--- config.mk ---
export PLATFORM = sky130hd
export DESIGN_NAME = usq_sequencer
export DESIGN_NICKNAME = d
export VERILOG_FILES = /design/src/rtl/usq_pkg.sv /design/src/rtl/usq_ctrl_store.sv /design/src/rtl/usq_dispatch.sv /design/src/rtl/usq_next_addr.sv /design/src/rtl/usq_sequencer.sv
export SDC_FILE = /design/constraint.sdc
export NUM_CORES = 1
export LEC_CHECK = 0
export BUFFER_PORTS_ARGS = -buffer_cell sky130_fd_sc_hd__clkbuf_2
export CORE_MARGIN = 4
export CORE_UTILIZATION = 45
export CTS_CLUSTER_SIZE = 24
export DETAILED_ROUTE_END_ITERATION = 10
export HOLD_SLACK_MARGIN = 0.05
export PLACE_DENSITY = 0.76
export SYNTH_ARGS = -nofsm -noshare
export SYNTH_HDL_FRONTEND = slang
export SYNTH_HIERARCHICAL = 1
export SYNTH_SLANG_ARGS = --single-unit
--- constraint.sdc ---
create_clock -name clk -period 3.36 [get_ports clk]
set_input_delay 0.336 -clock clk [delete_from_list [all_inputs] [get_ports clk]]
set_output_delay 0.336 -clock clk [all_outputs]
set_load 0.01 [all_outputs]
--- src/rtl/usq_pkg.sv ---
package usq_pkg;

   typedef enum logic [1:0] {
      SEQ_FETCH = 2'b00,
      SEQ_DISP1 = 2'b01,
      SEQ_DISP2 = 2'b10,
      SEQ_INCR  = 2'b11
   } seq_e;

   localparam int SEQ_W = 2;
   localparam int OPC_W = 6;

   localparam logic [5:0] OPC_REG   = 6'b000000;
   localparam logic [5:0] OPC_JUMP  = 6'b000010;
   localparam logic [5:0] OPC_BEQ   = 6'b000100;
   localparam logic [5:0] OPC_LOAD  = 6'b100011;
   localparam logic [5:0] OPC_STORE = 6'b101011;

   // Control word, MSB first: bit 15 down to bit 0
   typedef struct packed {
      logic       pc_wr;       // 15
      logic       pc_wr_cond;  // 14
      logic       addr_sel;    // 13 data vs instruction address
      logic       mem_rd;      // 12
      logic       mem_wr;      // 11
      logic       ir_wr;       // 10
      logic       wb_from_mem; // 9
      logic [1:0] pc_sel;      // 8:7
      logic [1:0] alu_mode;    // 6:5
      logic [1:0] opb_sel;     // 4:3
      logic       opa_sel;     // 2
      logic       rf_wr;       // 1
      logic       rf_dst_sel;  // 0
   } ctrl_t;

   localparam int CTRL_BITS = $bits(ctrl_t);

   function automatic ctrl_t step_ctrl(input int unsigned idx);
      ctrl_t c;
      c = '0;
      case (idx)
         0: begin c.mem_rd = 1'b1; c.ir_wr = 1'b1; c.pc_wr = 1'b1; c.opb_sel = 2'b01; end
         1: begin c.opb_sel = 2'b11; end
         2: begin c.opa_sel = 1'b1; c.opb_sel = 2'b10; end
         3: begin c.mem_rd = 1'b1; c.addr_sel = 1'b1; end
         4: begin c.rf_wr = 1'b1; c.wb_from_mem = 1'b1; end
         5: begin c.mem_wr = 1'b1; c.addr_sel = 1'b1; end
         6: begin c.opa_sel = 1'b1; c.alu_mode = 2'b10; end
         7: begin c.rf_wr = 1'b1; c.rf_dst_sel = 1'b1; end
         8: begin c.opa_sel = 1'b1; c.alu_mode = 2'b01; c.pc_wr_cond = 1'b1; c.pc_sel = 2'b01; end
         9: begin c.pc_wr = 1'b1; c.pc_sel = 2'b10; end
         default: c = '0;
      endcase
      return c;
   endfunction

   function automatic seq_e step_seq(input int unsigned idx);
      case (idx)
         0, 3, 6: return SEQ_INCR;
         1:       return SEQ_DISP1;
         2:       return SEQ_DISP2;
         default: return SEQ_FETCH;
      endcase
   endfunction

endpackage

--- src/rtl/usq_ctrl_store.sv ---
module usq_ctrl_store
   import usq_pkg::*;
#(
   parameter int UA_W = 4,
   parameter int CW   = 16
) (
   input  logic [UA_W-1:0] addr_i,
   output logic [CW-1:0]   ctrl_o,
   output seq_e            seq_o
);
   localparam int DEPTH = 2 ** UA_W;
   localparam int ROW_W = CW + SEQ_W;

   if (CW != CTRL_BITS) begin : g_bad_cw
      $error("control width must match the control word type");
   end
   if (UA_W < 4) begin : g_bad_ua
      $error("micro-address too narrow for ten steps");
   end

   logic [ROW_W-1:0] rom [DEPTH];

   for (genvar i = 0; i < DEPTH; i++) begin : g_row
      assign rom[i] = {step_ctrl(i), step_seq(i)};
   end

   logic [ROW_W-1:0] row;
   assign row    = rom[addr_i];
   assign ctrl_o = row[ROW_W-1:SEQ_W];
   assign seq_o  = seq_e'(row[SEQ_W-1:0]);

endmodule

--- src/rtl/usq_dispatch.sv ---
module usq_dispatch
   import usq_pkg::*;
#(
   parameter int UA_W  = 4,
   parameter int OP_W  = 6,
   parameter int TABLE = 1
) (
   input  logic [OP_W-1:0] opcode_i,
   output logic [UA_W-1:0] target_o
);
   if (OP_W != OPC_W) begin : g_bad_op
      $error("opcode width must be six");
   end

   if (TABLE == 1) begin : g_tab1
      always_comb begin
         case (opcode_i)
            OPC_REG:   target_o = UA_W'(6);
            OPC_JUMP:  target_o = UA_W'(9);
            OPC_BEQ:   target_o = UA_W'(8);
            OPC_LOAD,
            OPC_STORE: target_o = UA_W'(2);
            default:   target_o = '0;
         endcase
      end
   end else if (TABLE == 2) begin : g_tab2
      always_comb begin
         case (opcode_i)
            OPC_LOAD:  target_o = UA_W'(3);
            OPC_STORE: target_o = UA_W'(5);
            default:   target_o = '0;
         endcase
      end
   end else begin : g_bad_tab
      $error("TABLE must be 1 or 2");
      assign target_o = '0;
   end

endmodule

--- src/rtl/usq_next_addr.sv ---
module usq_next_addr
   import usq_pkg::*;
#(
   parameter int UA_W = 4
) (
   input  seq_e            seq_i,
   input  logic [UA_W-1:0] upc_i,
   input  logic [UA_W-1:0] disp1_i,
   input  logic [UA_W-1:0] disp2_i,
   output logic [UA_W-1:0] next_o
);
   logic [UA_W-1:0] upc_inc;
   assign upc_inc = upc_i + UA_W'(1);

   always_comb begin
      unique case (seq_i)
         SEQ_FETCH: next_o = '0;
         SEQ_DISP1: next_o = disp1_i;
         SEQ_DISP2: next_o = disp2_i;
         SEQ_INCR:  next_o = upc_inc;
         default:   next_o = '0;
      endcase
   end

endmodule

--- src/rtl/usq_sequencer.sv ---
module usq_sequencer
   import usq_pkg::*;
#(
   parameter int UA_W = 4,
   parameter int OP_W = 6,
   parameter int CW   = 16
) (
   input  logic            clk,
   input  logic            rst,
   input  logic [OP_W-1:0] opcode_i,
   output logic [CW-1:0]   ctrl_o,
   output logic [UA_W-1:0] upc_o
);
   logic [UA_W-1:0] upc_q;
   logic [UA_W-1:0] upc_d;
   logic [UA_W-1:0] tgt1;
   logic [UA_W-1:0] tgt2;
   logic [CW-1:0]   ctrl_w;
   seq_e            seq_w;
   ctrl_t           ctrl_s;

   usq_ctrl_store #(.UA_W(UA_W), .CW(CW)) u_store (
      .addr_i (upc_q),
      .ctrl_o (ctrl_w),
      .seq_o  (seq_w)
   );

   usq_dispatch #(.UA_W(UA_W), .OP_W(OP_W), .TABLE(1)) u_disp1 (
      .opcode_i (opcode_i),
      .target_o (tgt1)
   );

   usq_dispatch #(.UA_W(UA_W), .OP_W(OP_W), .TABLE(2)) u_disp2 (
      .opcode_i (opcode_i),
      .target_o (tgt2)
   );

   usq_next_addr #(.UA_W(UA_W)) u_next (
      .seq_i   (seq_w),
      .upc_i   (upc_q),
      .disp1_i (tgt1),
      .disp2_i (tgt2),
      .next_o  (upc_d)
   );

   always_ff @(posedge clk) begin
      if (rst) upc_q <= '0;
      else     upc_q <= upc_d;
   end

   assign ctrl_s = ctrl_t'(ctrl_w);
   assign ctrl_o = ctrl_s;
   assign upc_o  = upc_q;

   AST_RESET_FETCH: assert property (@(posedge clk)
      rst |=> (upc_q == '0));
   AST_FETCH_DECODE: assert property (@(posedge clk) disable iff (rst)
      (upc_q == '0) |=> (upc_q == UA_W'(1)));
   AST_INCR_STEP: assert property (@(posedge clk) disable iff (rst)
      (seq_w == SEQ_INCR) |=> (upc_q == UA_W'($past(upc_q) + UA_W'(1))));
   AST_RETURN_FETCH: assert property (@(posedge clk) disable iff (rst)
      (seq_w == SEQ_FETCH) |=> (upc_q == '0));
   AST_DISP1_SET: assert property (@(posedge clk) disable iff (rst)
      (upc_q == UA_W'(1)) |=> (upc_q == '0 || upc_q == UA_W'(2) || upc_q == UA_W'(6)
                               || upc_q == UA_W'(8) || upc_q == UA_W'(9)));
   AST_DISP2_SET: assert property (@(posedge clk) disable iff (rst)
      (upc_q == UA_W'(2)) |=> (upc_q == '0 || upc_q == UA_W'(3) || upc_q == UA_W'(5)));
   AST_WRITE_EXCL: assert property (@(posedge clk) disable iff (rst)
      $onehot0({ctrl_s.mem_wr, ctrl_s.rf_wr, ctrl_s.ir_wr}));

endmodule

# Word-level counts from Yosys, hierarchy flattened
# Memories as Yosys holds them, arrays and structs flattened.
# Cells that the tools add are included.
# Widths: inputs -> output; s select.
[op_classes] n_addsub=1 magnitude_cmp=1 n_eq_ne=7 mux=5 bitwise=1 reduce_logical=3
[op_table] op="$mux 18" count=2
[op_table] op="$pmux 4 s4" count=2
[op_table] op="$eq 6x6->1 const B" count=2
[op_table] op="$eq 6x2->1 const B" count=1
[op_table] op="$eq 6x3->1 const B" count=1
[op_table] op="$logic_not 6->1" count=1
[op_table] op="$pmux 3 s2" count=1
[op_table] op="$ge 5x5->1 const B" count=1
[op_table] op="$not 4->5" count=1
[op_table] op="$add 4x1->4 const B" count=1
[op_table] op="$eq 2x2->1 const B" count=2
[op_table] op="$eq 2x1->1 const B" count=1
[op_table] op="$logic_not 2->1" count=1
[op_table] op="$reduce_or 2->1" count=1
[totals] register_bits=4 rom_bits=288 inputBits=8 output_inout_bits=20 elab_cells=20 memories=1
[memory_table] memory="(name not given)" words=16 word_bits=18 read_ports=1 rd_clocked_by_memory_dff=0 wr=0 line_no="usq_ctrl_store.sv:28" source="assign row = rom[addr_i];"

# Longest topological paths before layout
[logic_depth] ltp_word=6 depth_mapped=8 ltp_nobuf=8

# Modules after synthesis
# Netlist, hierarchy kept.
[modules_own_cells] mod="usq_ctrl_store" instances=1 cells_per_inst=36 area_each_um2=286.5 seq_area_each_um2=0.0
[modules_own_cells] mod="usq_next_addr" instances=1 cells_per_inst=17 area_each_um2=135.1 seq_area_each_um2=0.0
[modules_own_cells] mod="usq_sequencer" instances=1 cells_per_inst=8 area_each_um2=105.1 seq_area_each_um2=80.1
[modules_own_cells] mod="usq_dispatch at u_disp1" instances=1 cells_per_inst=8 area_each_um2=65.1 seq_area_each_um2=0.0
[modules_own_cells] mod="usq_dispatch at u_disp2" instances=1 cells_per_inst=6 area_each_um2=56.3 seq_area_each_um2=0.0

# Least setup slack after synthesis
# Ideal clock, no wire load.
[synth_timing] kind="flip-flop to flip-flop" startpoint="register upc_q[1], in the netlist upc_o[1]" endpoint="register upc_q[1], in the netlist upc_o[1]" setup_time_ps=114 arrival_ps=1780 required_time_ps=3246 slack_ps=1466 stages_incl_launch_ff=8 path_buffers=0 period_less_slack_ps=1894 path_cell_list="dfxtp_1 inv_1 ha_1 nor2b_1 nor3_2 mux2_4 a22o_1 nor2b_1"
[synth_between] elab_chain_cells=6 word_cells_on_any_way=10 cone_classes="1 x add/sub; 3 x eq/ne; 3 x mux; 1 x bitwise; 1 x reduce/logical; 1 x memory"
[synth_lines] element="start: declaration" line_no="usq_sequencer.sv:14" source="logic [UA_W-1:0] upc_q;"
[synth_lines] element="start signal: assignment" line_no="usq_sequencer.sv:48" source="else upc_q <= upc_d;"
[synth_lines] element="$not 4->5 (not written as such) *" line_no="usq_ctrl_store.sv:28"
[synth_lines] element="$mem_v2 16x18 *"
[synth_lines] element="$mux 18 (not written as such) * (2 in series)" line_no="usq_ctrl_store.sv:28"
[synth_lines] element="via seq_w[1]" line_no="usq_sequencer.sv:19" source="seq_e seq_w;"
[synth_lines] element="$eq 2x2->1, or another cell as far along" line_no="usq_next_addr.sv:16" source="unique case (seq_i)"
[synth_lines] element="$pmux 4 s4 *" line_no="usq_next_addr.sv:16"
[synth_lines] element="via upc_d[1]" line_no="usq_sequencer.sv:15" source="logic [UA_W-1:0] upc_d;"
# Mark *: on every way through the listed nets, which the timed path passes. The rest lies on a longest branch. The select of a mux whose other input is x is not followed.
# A chain may end at the register's enable or synchronous reset.

# Final worst setup path
# Same ends and word-level chain as after synthesis.

==> flow_summary_export.csv <==
group,metric,value,unit
placement,pre_cts_slack,1.340,ns
floorplan,pin_count,28,
clock_tree,cts_root_buffer,"sky130_fd_sc_hd__clkbuf_4",
sta,clock_skew,0.004846,ns
synthesis,netlist_area_pre_place,648.1,sq um
clock_tree,tritoncts.num_buffers,3,
critical_path,cp.buffers_inverters,1,
final_layout,n_fill_cell,134,
synthesis,synth_seq_area_share,12.36,%
synthesis,synth_ff_type,"sky130_fd_sc_hd__dfxtp_1",
synthesis,ys_ff_latch,4,
floorplan,fp-row-count,13,
final_layout,fin_nets,117,
final_layout,drive_above_1_share,40.00,%
sta,final_max_slew_viol_count,0,
synthesis,syn-mean-instance-area,8.642,sq um
power_and_ir_drop,cellLeakagePower,0.4074,nW
routing,drt-met1-wl,580,um
synthesis,post_synth_num_cell_types,36,
critical_path,worstRegToRegCells,7,
final_layout,multi_input_gate_area_in_the_final_layout,508.0,sq um
routing,detail_route.first_pass.iterations,4,
floorplan,die_y,45.95,um
placement,place.detailed.instances,112,
clock_tree,cts.repair_timing.setup_buffer_count,0,
worst_hold_path,timing.hold.worst_endpoint,"upc_o[1]$_SDFF_PP0_",
placement,placed_cell_area,757.0,sq um
critical_path,worst-r2r-setup-slack,1.32,ns
final_layout,sequential_standard_cell_area,80.08,sq um
routing,met2WireLength,678,um
routing,detail_route.wirelength,1.369,mm
global_routing,grt_start_max_net_pins,17,
final_layout,fin_area,779.5,sq um
sta,grt_setup_unrepaired,"no",
sta,timing.max_slew.rel_slack,65.62,%
routing,remaining_number_of_nets_flagged_by_the_antenna_check_after_routing,0,
worst_hold_path,hold_depth,2,
final_layout,instances_no_fill,115,
sta,final_worst_hold_slack,0.3122,ns
routing,viasPerCell,5.174,
synthesis,synth.net_count,90,
floorplan,start_util,48.59,%
critical_path,worst_path_dominant_cell_family,"simple AND/OR/NAND/NOR gates",
critical_path,timing_worst_setup_path_type,"flip-flop to flip-flop",
critical_path,crit_start,"upc_o[1]$_SDFF_PP0_",
sta,timing.final.setup_violations,0,
floorplan,chipWidth,45.95,um
routing,max_layer_used,"met3",
clock_tree,clock_tree_from_tritoncts,"yes",
job,max_capacitance_violation_count,0,
global_routing,globalRouteTotalUtil,14.32,%
clock_tree,clk_pin_slew_worst_paths,0.04,ns
global_routing,overflow,0,
routing,wl_per_cell,11.90,um
floorplan,die_area,2111,sq um
synthesis,synthArstFlopShare,0,%
sta,fin_setup_tns,0,ns
routing,post-route-drc-count,0,
outcome,run_status,"finished, final reports clean",
final_layout,largest_register_ffs,4,
placement,finalWeightedCongestion,0.7778,
sta,max_freq,491.4,MHz
routing,dr_total_vias,595,
synthesis,netlist.area_leader.share,13.51,%
critical_path,critPathRequiredTime,3.49,ns
worst_hold_path,worstHoldStart,"rst",
final_layout,area_growth_syn_to_layout,20.27,%
worst_hold_path,hold_path_class,"input port to flip-flop",
placement,buffer_ports.inserted,27,
clock_tree,insertion_delay,0.23,ns
critical_path,worstReg2RegStart,"upc_o[1]$_SDFF_PP0_",
sta,period_needed,2.035,ns
synthesis,synth.area.top_cells,"sky130_fd_sc_hd__ha_1 14%, sky130_fd_sc_hd__dfxtp_1 12%, sky130_fd_sc_hd__nor2b_1 6.8%",
synthesis,post_synth_inst_count,75,
final_layout,final_util,58.44,%
critical_path,crit_fanout,8,
synthesis,synth_largest_area_cell,"sky130_fd_sc_hd__ha_1",
clock_tree,cts_max_path_buffers,2,
critical_path,crit_chain,"inv_1, ha_1, nor2b_1, nor3_2, mux2_4, a22o_1, nor2b_1",
critical_path,rr_endpoint,"upc_o[1]$_SDFF_PP0_",
sta,setup_ws,1.325,ns
critical_path,crit_arrival,2.16,ns
power_and_ir_drop,power.total,650.6,uW
clock_tree,post_cts_resize_count,0,
synthesis,yosysWarnings,6,
global_routing,grt_antenna_before_repair,0,
sta,finalCritPeriodShare,60.57,%
critical_path,max_stage_delay,0.45,ns
floorplan,design.core.area,1334,sq um
power_and_ir_drop,worst_ir_drop_vdd,0.0004057,V
clock_tree,cts.hold.buffers_added,0,
final_layout,antenna_cells,0,
sta,final_hold_viol_count,0,
global_routing,grt_pass1_vias,535,
global_routing,grt_first_pass_wirelength,2.228,mm
synthesis,synth-edff-count,0,
clock_tree,cts_max_level,1,
critical_path,worst_path_most_repeated_cell,"sky130_fd_sc_hd__nor2b_1",
clock_tree,cts_sinks,4,
sta,tightest_slew,0.5150,ns
critical_path,crit_slowest_cell,"sky130_fd_sc_hd__dfxtp_1",
critical_path,timing.critical_path.to_type,"flip-flop",
routing,met3_routed_length,110,um
power_and_ir_drop,power_density,834.6,nW/um^2
critical_path,start_kind,"flip-flop",
routing,dr.first_iter.drc_count,6,
[cell usage after synthesis (2+ instances only)]
master	n
sky130_fd_sc_hd__buf_4	3
sky130_fd_sc_hd__nor3_2	2
sky130_fd_sc_hd__and2_1	3
sky130_fd_sc_hd__dfxtp_1	4
sky130_fd_sc_hd__a21oi_1	3
sky130_fd_sc_hd__inv_1	4
sky130_fd_sc_hd__nor3b_1	2
sky130_fd_sc_hd__ha_1	7
sky130_fd_sc_hd__a22o_1	2
sky130_fd_sc_hd__nor2_1	3
sky130_fd_sc_hd__mux2i_1	2
sky130_fd_sc_hd__nor2b_4	2
sky130_fd_sc_hd__nand3_1	2
sky130_fd_sc_hd__nor3_1	4
sky130_fd_sc_hd__xnor2_1	2
sky130_fd_sc_hd__nor2b_1	7
sky130_fd_sc_hd__a21o_1	2
sky130_fd_sc_hd__nand2_1	2
sky130_fd_sc_hd__buf_6	2
[power breakdown]
part / internal, mW / switching [mW]
Combinational: 0.236 / 0.244
Sequential: 0.0650 / 0.0455
Clock: 0.0400 / 0.0197
[layout by cell type, fill, tap and decap left out, types with 2 or more instances in the layout]
| master | count |
|---|---|
| sky130_fd_sc_hd__clkbuf_2 | 27 |
| sky130_fd_sc_hd__nor2b_1 | 7 |
| sky130_fd_sc_hd__ha_1 | 7 |
| sky130_fd_sc_hd__nor3_1 | 4 |
| sky130_fd_sc_hd__inv_1 | 4 |
| sky130_fd_sc_hd__dfxtp_1 | 4 |
| sky130_fd_sc_hd__clkbuf_4 | 3 |
| sky130_fd_sc_hd__nor2_1 | 3 |
| sky130_fd_sc_hd__a21oi_1 | 3 |
| sky130_fd_sc_hd__and2_1 | 3 |
| sky130_fd_sc_hd__xnor2_1 | 2 |
| sky130_fd_sc_hd__nand3_1 | 2 |
| sky130_fd_sc_hd__nor2b_4 | 2 |
| sky130_fd_sc_hd__a21o_1 | 2 |
| sky130_fd_sc_hd__a22o_1 | 2 |
| sky130_fd_sc_hd__mux2i_1 | 2 |
| sky130_fd_sc_hd__nand2_1 | 2 |
| sky130_fd_sc_hd__nor3b_1 | 2 |
| sky130_fd_sc_hd__nor3_2 | 2 |
[cell families after synthesis]
family	Yosys count	share of synthesized area (%)
simple gates	38	44.02
compound gates	10	10.81
buf+inv	9	9.265
fa+ha+maj	7	13.51
flops	4	12.36
xor+xnor	3	4.055
mux	3	5.405
other cells	1	0.5786
[routing by layer]
metal  global-route usage, %  vias up
met5                       0        -
met4                       0        0
met3                   5.138        0
met2                   26.65       20
met1                   16.32      265
li1                        -      310
[cell type report]
cell class | count | share of cell area (%)
Clock buffer | 3 | 2.889
Inverter | 4 | 1.926
Multi-Input combinational cell | 62 | 65.17
Sequential cell | 4 | 10.27
Tap cell | 15 | 2.408
Timing Repair Buffer | 27 | 17.34
[worst max path at each step]
| stage | end | slack [ns] | cells past startpoint |
|---|---|---|---|
| finish | upc_o[1]$_SDFF_PP0_ | 1.32 | 7 |
| global route | upc_o[1]$_SDFF_PP0_ | 1.17 | 7 |
| CTS | upc_o[1]$_SDFF_PP0_ | 1.34 | 7 |
| detailed placement | upc_o[1]$_SDFF_PP0_ | 1.34 | 7 |
| global placement | upc_o[1]$_SDFF_PP0_ | 1.43 | 7 |
| floorplan | upc_o[1]$_SDFF_PP0_ | 1.47 | 7 |
[worst register-to-register path: stages, from the launching register on]
cell and delay, ns:
sky130_fd_sc_hd__dfxtp_1 0.45, sky130_fd_sc_hd__inv_1 0.12, sky130_fd_sc_hd__ha_1 0.19, sky130_fd_sc_hd__nor2b_1 0.13, sky130_fd_sc_hd__nor3_2 0.41, sky130_fd_sc_hd__mux2_4 0.35, sky130_fd_sc_hd__a22o_1 0.17, sky130_fd_sc_hd__nor2b_1 0.12
No activity file was read; power rests on OpenSTA's default activity.
